### src/rtl/boot_sec_pkg.sv
package boot_sec_pkg;
  // Permission slots, ordered from the first one that a rising lock level removes.
  typedef enum int {
    PERM_HW_PROG   = 0,
    PERM_HW_VERIFY = 1,
    PERM_EXT_EXEC  = 2
  } perm_e;

  localparam int NUM_PERM = 3;
endpackage

### src/rtl/boot_sec_lockdec.sv
// Lock-field decoder: the most significant programmed (0) lock bit sets the level.
module boot_sec_lockdec #(
  parameter int LOCK_W = 3,
  parameter int LVL_W  = $clog2(LOCK_W + 1)
) (
  input  logic [LOCK_W-1:0] lock_bits,
  input  logic              force_max,
  output logic [LVL_W-1:0]  level
);
  always_comb begin
    level = '0;
    for (int i = 0; i < LOCK_W; i++) begin
      if (!lock_bits[i]) level = LVL_W'(i + 1);
    end
    if (force_max) level = LVL_W'(LOCK_W);
  end
endmodule

### src/rtl/boot_sec_flag.sv
// Boot flag and reset vector: captured in reset, the flag is rewritable by software after reset.
module boot_sec_flag #(
  parameter int              ADDR_W    = 16,
  parameter logic [ADDR_W-1:0] BOOT_BASE = 16'hF000,
  parameter int              RA_W      = 8,
  parameter int              RD_W      = 8,
  parameter logic [RA_W-1:0] CTRL_ADDR = 8'hA2,
  parameter int              BOOT_BIT  = 5
) (
  input  logic              clk,
  input  logic              rst,
  input  logic              boot_req,
  input  logic              wr_en,
  input  logic [RA_W-1:0]   wr_addr,
  input  logic [RD_W-1:0]   wr_data,
  output logic              boot_en,
  output logic [ADDR_W-1:0] reset_vec
);
  logic wr_hit;
  logic unused_wr_data;

  assign wr_hit         = wr_en && (wr_addr == CTRL_ADDR);
  assign unused_wr_data = ^wr_data;

  always_ff @(posedge clk) begin
    if (rst) begin
      boot_en   <= boot_req;
      reset_vec <= boot_req ? BOOT_BASE : '0;
    end else if (wr_hit) begin
      boot_en <= wr_data[BOOT_BIT];
    end
  end
endmodule

### src/rtl/boot_sec_fetch.sv
// Registered code-space steering for each fetch address.
module boot_sec_fetch #(
  parameter int                ADDR_W    = 16,
  parameter logic [ADDR_W-1:0] BOOT_BASE = 16'hF000
) (
  input  logic              clk,
  input  logic              rst,
  input  logic              boot_en,
  input  logic [ADDR_W-1:0] fetch_addr,
  output logic              boot_sel
);
  logic in_boot_window;

  assign in_boot_window = (fetch_addr >= BOOT_BASE);

  always_ff @(posedge clk) begin
    if (rst) boot_sel <= 1'b0;
    else     boot_sel <= boot_en && in_boot_window;
  end
endmodule

### src/rtl/boot_sec_ctrl.sv
module boot_sec_ctrl
  import boot_sec_pkg::*;
#(
  parameter int                ADDR_W    = 16,
  parameter logic [ADDR_W-1:0] BOOT_BASE = 16'hF000,
  parameter int                SEC_W     = 8,
  parameter int                LOCK_W    = 3,
  parameter int                JUMP_BIT  = 4,
  parameter int                RA_W      = 8,
  parameter int                RD_W      = 8,
  parameter logic [RA_W-1:0]   CTRL_ADDR = 8'hA2,
  parameter int                BOOT_BIT  = 5,
  localparam int               LVL_W     = $clog2(LOCK_W + 1)
) (
  input  logic              clk,
  input  logic              rst,
  input  logic              isp_n,
  input  logic [SEC_W-1:0]  sec_byte,
  input  logic              strap_rd_lock,
  input  logic              reg_wr_en,
  input  logic [RA_W-1:0]   reg_wr_addr,
  input  logic [RD_W-1:0]   reg_wr_data,
  input  logic [ADDR_W-1:0] fetch_addr,
  output logic              boot_sel,
  output logic              boot_en,
  output logic [ADDR_W-1:0] reset_vec,
  output logic [LVL_W-1:0]  lock_level,
  output logic              ext_exec_en,
  output logic              hw_verify_en,
  output logic              hw_prog_en,
  output logic              int_exec_en,
  output logic              sw_prog_en
);
  logic [LVL_W-1:0]    lvl_d;
  logic [NUM_PERM-1:0] perm_d;
  logic [NUM_PERM-1:0] perm_q;
  logic                boot_req;
  logic                unused_sec;

  // The pin request is ORed in last, so no security setting can block recovery.
  assign boot_req   = !sec_byte[JUMP_BIT] || !isp_n;
  assign unused_sec = ^sec_byte;

  boot_sec_lockdec #(.LOCK_W(LOCK_W), .LVL_W(LVL_W)) u_lockdec (
    .lock_bits (sec_byte[LOCK_W-1:0]),
    .force_max (strap_rd_lock),
    .level     (lvl_d)
  );

  // Permission k survives only while the level does not exceed k.
  for (genvar k = 0; k < NUM_PERM; k++) begin : g_perm
    assign perm_d[k] = (int'(lvl_d) <= k);
  end

  always_ff @(posedge clk) begin
    if (rst) begin
      lock_level <= lvl_d;
      perm_q     <= perm_d;
    end
  end

  assign hw_prog_en   = perm_q[PERM_HW_PROG];
  assign hw_verify_en = perm_q[PERM_HW_VERIFY];
  assign ext_exec_en  = perm_q[PERM_EXT_EXEC];
  assign int_exec_en  = 1'b1;
  assign sw_prog_en   = 1'b1;

  boot_sec_flag #(
    .ADDR_W(ADDR_W), .BOOT_BASE(BOOT_BASE), .RA_W(RA_W), .RD_W(RD_W),
    .CTRL_ADDR(CTRL_ADDR), .BOOT_BIT(BOOT_BIT)
  ) u_flag (
    .clk       (clk),
    .rst       (rst),
    .boot_req  (boot_req),
    .wr_en     (reg_wr_en),
    .wr_addr   (reg_wr_addr),
    .wr_data   (reg_wr_data),
    .boot_en   (boot_en),
    .reset_vec (reset_vec)
  );

  boot_sec_fetch #(.ADDR_W(ADDR_W), .BOOT_BASE(BOOT_BASE)) u_fetch (
    .clk        (clk),
    .rst        (rst),
    .boot_en    (boot_en),
    .fetch_addr (fetch_addr),
    .boot_sel   (boot_sel)
  );
endmodule

### config.mk
export PLATFORM = sky130hd
export DESIGN_NAME = boot_sec_ctrl
export DESIGN_NICKNAME = d
export VERILOG_FILES = /design/src/rtl/boot_sec_pkg.sv /design/src/rtl/boot_sec_lockdec.sv /design/src/rtl/boot_sec_flag.sv /design/src/rtl/boot_sec_fetch.sv /design/src/rtl/boot_sec_ctrl.sv
export SDC_FILE = /design/constraint.sdc
export NUM_CORES = 1
export LEC_CHECK = 0
export BUFFER_PORTS_ARGS = -buffer_cell sky130_fd_sc_hd__buf_4
export CAP_MARGIN = 15
export CELL_PAD_IN_SITES_DETAIL_PLACEMENT = 2
export CELL_PAD_IN_SITES_GLOBAL_PLACEMENT = 2
export CORE_UTILIZATION = 13
export CTS_CLUSTER_DIAMETER = 200
export CTS_CLUSTER_SIZE = 24
export DETAILED_ROUTE_END_ITERATION = 7
export HOLD_SLACK_MARGIN = 0.1
export MAX_ROUTING_LAYER = met4
export PLACE_DENSITY = 0.82
export SLEW_MARGIN = 20
export SYNTH_ARGS = -nofsm -noshare
export SYNTH_HDL_FRONTEND = slang
export SYNTH_SLANG_ARGS = --single-unit
### constraint.sdc
create_clock -name clk -period 1.9 [get_ports clk]
set_clock_uncertainty 0.1 [all_clocks]
set_input_delay 0.38 -clock clk [delete_from_list [all_inputs] [get_ports clk]]
set_output_delay 0.38 -clock clk [all_outputs]
set_load 0.02 [all_outputs]
==> impl_metrics.ini, run 1 <==
[floorplan]
rows = 21
fp.dieW_um = 61.4
coreArea_um2 = 3360
dieHeight_um = 61.4
dieArea_um2 = 3760
start_util = 0.136
ioPinCount = 70

[final_layout]
layout-area-overhead-vs-synth_pct = 52.7
final_cell_mix = buf_4, conb_1, edfxtp_1
utilization = 0.208
diodes = 0
drive_above_1_share = 0.500
final_nets = 118
fin_cells = 118
fillCellCount = 408
mostFrequentLayoutCell = buf_4

[synth]
netlist_instances = 41
syn_area_um2 = 458
yosysWarnings = 0
syn_area_per_cell_um2 = 11.2
ys_types = 16
ys_ff_latch = 8
synth.yosys.seq_area_share = 0.503

[clocking]
clkTransAtPathRegs_ns = 0.05
ctsHoldBuffers = 0
htreeDepth = 1
clock_latency_ns = 0.25
cts_buffers = 3
root_buffer = clkbuf_4
cts_tree = built
postCtsSetupBuffers = 0
cts_resized = 0
clk_path_buf_depth = 2
cts.sinks = 8

[worst_setup_path]
cp-start-kind = flip-flop
arrival_ns = 0.86
path_cells = buf_4
path_max_fanout = 4
cp-end-kind = primary output
path_delay_family = flip-flops
worst-setup-path-type = flip-flop to primary output
path_buf_inv = 1
cpMaxStageDelayCell = edfxtp_1
slowest_delay_ns = 0.42
required_ns = 1.42

[timing]
setup_violations = 0
max_freq_mhz = 748
fin_crit_ns = 1.34
maxSlewViolCount = 0
rsz0062_at_grt = no
timing.hold.ws_ns = 0.282
setup_tns_ns = 0
final-hold-violation-count = 0
fin_crit_sh = 0.704

[drt]
num_vias = 371
ant_nets = 0
routed_wirelength_um = 1050
vias_per_cell = 3.14
route.detailed.drc = 0
drt-pass1-iter-count = 1
wl_per_cell_um = 8.92
drt_iter0_markers = 0

[global_routing]
grt_pass1_wl_um = 1430
grt_max_degree = 11
grt_pass1_vias = 365
grtUsageTotal = 0.0578
antenna_found_initial = 0
globalRoute.totalOverflow = 0

[pwr]
switching_share = 0.272
leakage_nw = 0.330
internal_power_mw = 0.337
p_comb_frac = 0.257
pwr-share-clk = 0.290
switchingPower_mw = 0.126
p_per_area_nw_per_um2 = 663
irDropWorstVdd_mv = 0.102
pwr-share-seq = 0.453

[placed_design]
place.gp.congestion = 0.679
hpwlAfterDp_um = 952
numPortBuffers = 32
place_inst = 114

[flow_run]
drv_cap = 0

[status]
outcome = finished, final reports clean

[min_path]
hold_path_class = input port to flip-flop
[cells in the mapped netlist]
master     n  share of area
edfxtp_1   7           0.46
and2_1     1          0.014
nand4_1    1          0.014
a41o_1     1          0.022
o21ai_0    1          0.011
nor2_1     1         0.0082
nor3b_1    2          0.033
inv_1      1         0.0082
a31oi_1    1          0.014
nor4b_2    1          0.033
dfxtp_1    1          0.044
buf_4     17           0.28
and3_1     1          0.014
and2b_1    1          0.016
conb_1     2          0.016
nand2_1    2          0.016
[sequential cells by signal, summed over array words and instances (netlist names)]
register          count
lock_level            2
u_flag.reset_vec      1
u_fetch.boot_sel      1
u_flag.boot_en        1
perm_q                3
[power by group through the flow]
stage | sequential (mW) | clock [mW] | combinational (mW)
after floorplan | 0.228 | 0 | 0.0684
after global placement | 0.213 | 0 | 0.118
after detailed placement | 0.214 | 0 | 0.120
after CTS | 0.210 | 0.144 | 0.120
after global routing | 0.211 | 0.149 | 0.128
final | 0.210 | 0.135 | 0.119
[path summary, 6_finish.rpt]
path	from	end	slack, ns	depth (start not counted)
worst min-delay path	fetch_addr[15]	u_fetch.boot_sel	0.28	3
worst max-delay path	u_flag.reset_vec[14]	reset_vec[13]	0.56	1
worst max register to register	u_flag.boot_en	u_fetch.boot_sel	1.10	2
worst min register to register	u_flag.boot_en	u_fetch.boot_sel	0.48	2
[metal layers]
layer / global-route usage / share of wire / routed length [um]
met5: - / 0 / 0
met4: 0.0698 / 0.047 / 49
met3: 0.00630 / 0.098 / 103
met2: 0.118 / 0.61 / 639
met1: 0.0346 / 0.25 / 259
[logic make-up (layout without fill, tap and decap cells)]
| family | count (synthesis) | in the layout | synth area share |
|---|---|---|---|
| AO/OA/AOI/OAI | 3 | 3 | 0.0464 |
| buffers and inverters | 18 | 37 | 0.287 |
| flip-flops | 8 | 8 | 0.503 |
| other | 2 | 14 | 0.0164 |
| AND/OR/NAND/NOR | 10 | 10 | 0.148 |
[layout make-up]
type | count | area [um^2] | area share
sequential | 8 | 230 | 0.329
inverter | 1 | 3.75 | 0.00537
clock buffer | 4 | 26.3 | 0.0376
tap | 46 | 57.6 | 0.0823
timing repair buffer | 32 | 240 | 0.343
multi-input combinational | 27 | 141 | 0.202
[stage by stage]
step / power (mW) / worst slack (ns) / cell area (um^2)
global placement: 0.330 / 0.554 / 673
floorplan: 0.297 / 0.701 / 503
global route: 0.488 / 0.529 / 699
CTS: 0.474 / 0.545 / 699
detailed placement: 0.334 / 0.550 / 673
finish: 0.464 / 0.562 / 699
[worst reg2reg max path: stages, from the launching register on]
cell	delay, ns
edfxtp_1	0.35
nand4_1	0.10
nor3b_1	0.18
No activity file was read; power rests on OpenSTA's default activity.
==> run 2: changes to the inputs <==
Settings changed: CORE_UTILIZATION 13 to 11, PLACE_DENSITY 0.82 to 0.74.
Clock period 1.9 ns to 1.1 ns, I/O delays scaled along.
==> run 2 against run 1 <==
Against the previous run:
- the flow now finishes with violations (negative setup slack)
- power increased by 100%
- sequential share of layout area is 1.9 points lower
- final cell count is 4.2% higher
- worst hold slack got worse by 0.12 ns
- critical path type unchanged
- largest cell class unchanged
- largest power group is now the clock network
==> impl_metrics.ini, run 2 (same netlist as run 1, synthesis figures left out) <==
[status]
outcome = finished, violations left
violations = negative setup slack

[clocking]
clock_latency_ns = 0.22
root_buffer = clkbuf_8
cts_buffers = 3
cts.sinks = 8
clkTransAtPathRegs_ns = 0.05
ctsHoldBuffers = 0
htreeDepth = 1
cts_tree = built
clk_path_buf_depth = 2

[flow_run]
drv_cap = 0

[final_layout]
final_nets = 119
seqCellArea_um2 = 230
mostFrequentLayoutCell = buf_4
layout-area-overhead-vs-synth_pct = 62.0
largest_reg_flops = 3
multi_input_area_um2 = 141
fillCellCount = 444
top_register = perm_q
diodes = 0
drive_above_1_share = 0.507
final_cell_mix = buf_4, conb_1, edfxtp_1
top_regs = perm_q: 3 flops, lock_level: 2 flops
utilization = 0.185

[timing]
final-hold-violation-count = 0
rsz0062_at_grt = yes
finalWorstSetupSlack_ns = -0.0429
fin_crit_sh = 1.04
max_freq_mhz = 875
setup_tns_ns = -0.169
setup_violations = 4
fin_crit_ns = 1.14
maxSlewViolCount = 0
timing.hold.ws_ns = 0.162

[global_routing]
globalRoute.totalOverflow = 0
grt_pass1_vias = 424
grtUsageTotal = 0.0556
antenna_found_initial = 0
grt_pass1_wl_um = 1730
grt_max_degree = 11

[placed_design]
hpwlAfterDp_um = 1010
numPortBuffers = 32
preCtsSetupSlack_ns = -0.104
place.gp.congestion = 0.718

[floorplan]
fp.dieW_um = 66.5
coreArea_um2 = 4000
start_util = 0.114
dieArea_um2 = 4420
rows = 23
dieHeight_um = 66.5
ioPinCount = 70

[worst_setup_path]
cp_num_cells = 1
path_max_fanout = 4
path_cells = buf_4
cp-end-kind = primary output
path_delay_family = flip-flops
required_ns = 0.78
slowest_delay_ns = 0.42
cpMaxStageDelayCell = edfxtp_1
worst-setup-path-type = flip-flop to primary output
r2r_cells = 3
arrival_ns = 0.82
cp-start-kind = flip-flop
path_buf_inv = 1

[drt]
wl_per_cell_um = 9.40
ant_nets = 0
vias_per_cell = 3.02
routed_wirelength_um = 1160
drt_iter0_markers = 3
drt-pass1-iter-count = 2
num_vias = 372
route.detailed.drc = 0

[min_path]
whs_path_depth = 2
hold_path_class = input port to flip-flop

[pwr]
power.total_mw = 0.950
irDropWorstVdd_mv = 0.263
leakage_nw = 0.346
p_per_area_nw_per_um2 = 1280
==> run 2: layer usage <==
layer,GRT usage,vias up,part of all wire
met5,-,-,0
met4,0.0559,0,0.038
met3,0.00685,4,0.043
met2,0.114,20,0.65
met1,0.0381,176,0.27
li1,-,172,-
==> run 2: cell type report <==
type,count,share of cell area
Timing Repair Buffer,33,0.349
Sequential cell,8,0.310
Multi-Input combinational cell,27,0.191
Tap cell,50,0.0843
Clock buffer,4,0.0607
Inverter,1,0.00506
==> run 2: where the power goes <==
group	total [mW]	internal, mW	switching (mW)
clock network	0.368	0.251	0.117
registers	0.365	0.355	0.0100
logic	0.217	0.0998	0.117
total	0.950	0.706	0.245
==> run 2: worst paths after layout <==
path | from | end | slack (ns)
worst max-delay path | u_flag.reset_vec[14] | reset_vec[13] | -0.04
worst min-delay path | sec_byte[1] | lock_level[1] | 0.16
worst max register to register | u_flag.boot_en | u_fetch.boot_sel | 0.14
worst min register to register | u_flag.boot_en | u_fetch.boot_sel | 0.63
==> run 2: worst register-to-register path, stage by stage (launching register included) <==
cell	delay, ns
edfxtp_1	0.36
buf_4	0.12
nand4_1	0.09
nor3b_1	0.21
==> run 2: per-stage QoR <==
stage | instance area [um^2] | cells
6_report | 742 | 123
3_5_place_dp | 678 | 118
4_1_cts | 738 | 123
5_1_grt | 742 | 123
3_3_place_gp | 678 | 118
2_1_floorplan | 503 | 53
==> run 2: timing repair <==
item / CTS / global route
buffers inserted: 1 / 0
endpoints found under the setup margin: 6 / 7
resized for setup: 2 / 1
endpoints found under the hold margin: 0 / 0
==> run 3: changes to the inputs <==
Settings changed: CORE_ASPECT_RATIO set to 0.6, REMOVE_ABC_BUFFERS set to 1.
==> run 3 against run 2 <==
Against the previous run:
- the flow still finishes with violations (negative setup slack)
- via count decreased by 3.2%
- non-clock buffer count unchanged
- largest power group unchanged
- worst hold slack got worse by 0.015 ns
- register-to-register slack improved by 0.03 ns
- critical path type unchanged
- final cell count decreased by 2.4%
- power increased by 1.4%
- sequential cell count unchanged
- highest routed layer unchanged
==> impl_metrics.ini, run 3 (same netlist as run 1, synthesis figures left out) <==
[status]
outcome = finished, violations left
violations = negative setup slack

[floorplan]
ioPinCount = 70
fp.dieW_um = 85.3
dieArea_um2 = 4430
rows = 17
start_util = 0.120
dieHeight_um = 52.0
coreArea_um2 = 3830

[worst_setup_path]
required_ns = 0.78
cp-start-kind = flip-flop
arrival_ns = 0.84
reg2reg_from = u_flag.boot_en
slowest_delay_ns = 0.43
path_delay_family = flip-flops
cpMaxStageDelayCell = edfxtp_1
path_buf_inv = 1
path_max_fanout = 4
cp-startpoint = u_flag.reset_vec[14]
path_cells = buf_4
worst-setup-path-type = flip-flop to primary output
cp-end-kind = primary output

[final_layout]
largest_reg_flops = 3
mostFrequentLayoutCell = buf_4
multi_input_area_um2 = 141
top_register = perm_q
top_regs = perm_q: 3 flops, lock_level: 2 flops
seqCellArea_um2 = 230
fillCellCount = 441
utilization = 0.196
layout-area-overhead-vs-synth_pct = 63.7
final_cell_mix = buf_4, conb_1, edfxtp_1
diodes = 0
final_nets = 119
drive_above_1_share = 0.507

[pwr]
p_per_area_nw_per_um2 = 1290
power.total_mw = 0.964
leakage_nw = 0.350
irDropWorstVdd_mv = 0.244

[global_routing]
grt_max_degree = 11
antenna_found_initial = 0
globalRoute.totalOverflow = 0
busiest_layer = met2
grtUsageTotal = 0.0643
grt_pass1_vias = 401
grtUsageMet1 = 0.0590
met3_usage = 0.0222
grtUsageMet2 = 0.118
grt_pass1_wl_um = 1970

[timing]
max_freq_mhz = 860
setup_violations = 5
maxSlewViolCount = 0
fin_crit_ns = 1.16
final-hold-violation-count = 0
finalWorstSetupSlack_ns = -0.0627
fin_crit_sh = 1.06
rsz0062_at_grt = yes

[drt]
wl_per_cell_um = 10.5
drt-pass1-iter-count = 2
ant_nets = 0
routed_wirelength_um = 1260
vias_per_cell = 3.00
num_vias = 360
drt_iter0_markers = 1
route.detailed.drc = 0

[clocking]
cts_tree = built
htreeDepth = 1
cts_buffers = 3
cts.sinks = 8
clock_latency_ns = 0.23
root_buffer = clkbuf_8
clkTransAtPathRegs_ns = 0.04
clk_path_buf_depth = 2
ctsHoldBuffers = 0

[min_path]
hold_path_class = input port to flip-flop
hp-start = fetch_addr[15]

[placed_design]
hpwlAfterDp_um = 1070
preCtsSetupSlack_ns = -0.0871
numPortBuffers = 32
place.gp.congestion = 0.705

[flow_run]
drv_cap = 0
==> run 3: changes by cell type in the layout (fill, tap and decap cells not counted) <==
cell	delta
buf_6	+3
buf_4	-3
==> run 3: final timing paths <==
| check | end | slack, ns | cells after the start |
|---|---|---|---|
| setup / recovery | reset_vec[15] | -0.06 | 1 |
| hold / removal | u_fetch.boot_sel | 0.15 | 3 |
| setup reg to reg | u_fetch.boot_sel | 0.17 | 3 |
| hold reg to reg | u_fetch.boot_sel | 0.62 | 3 |
==> run 3: final cells by class <==
| type | instances | area share |
|---|---|---|
| repair buffers | 33 | 0.361 |
| inverters | 1 | 0.00501 |
| multi-input cells | 27 | 0.189 |
| clock buffers | 4 | 0.0601 |
| well taps | 47 | 0.0785 |
| flip-flops and latches | 8 | 0.307 |
==> run 3: metrics by stage <==
stage	cells	setup TNS, ns	instance area, um^2	hold slack [ns]
6_report	120	-0.248	749	0.147
5_1_grt	120	-0.484	749	0.140
4_1_cts	120	-0.304	731	0.147
3_5_place_dp	115	-0.0871	674	0.388
3_3_place_gp	115	-0.108	674	0.378
2_1_floorplan	36	-0.0117	375	0.196
==> run 3: layer usage <==
metal	wire (um)	share of wire
met5	0	0
met3	54	0.043
met4	29	0.023
met1	453	0.36
met2	717	0.57
==> run 3: worst reg2reg max path: stages, from the launching register on <==
cell and delay, ns:
edfxtp_1 0.36, buf_4 0.11, nand4_1 0.08, nor3b_1 0.20
==> run 3: repair_timing <==
| item | 4_1_cts | 5_1_grt |
|---|---|---|
| gates resized for setup | 1 | 5 |
| endpoints found under the setup margin | 5 | 10 |
| setup buffers | 1 | 0 |
==> run 3: power by group <==
| group | total, mW | switching (mW) | internal, mW |
|---|---|---|---|
| registers | 0.367 | 0.0122 | 0.355 |
| logic | 0.224 | 0.119 | 0.105 |
| clock network | 0.373 | 0.121 | 0.252 |
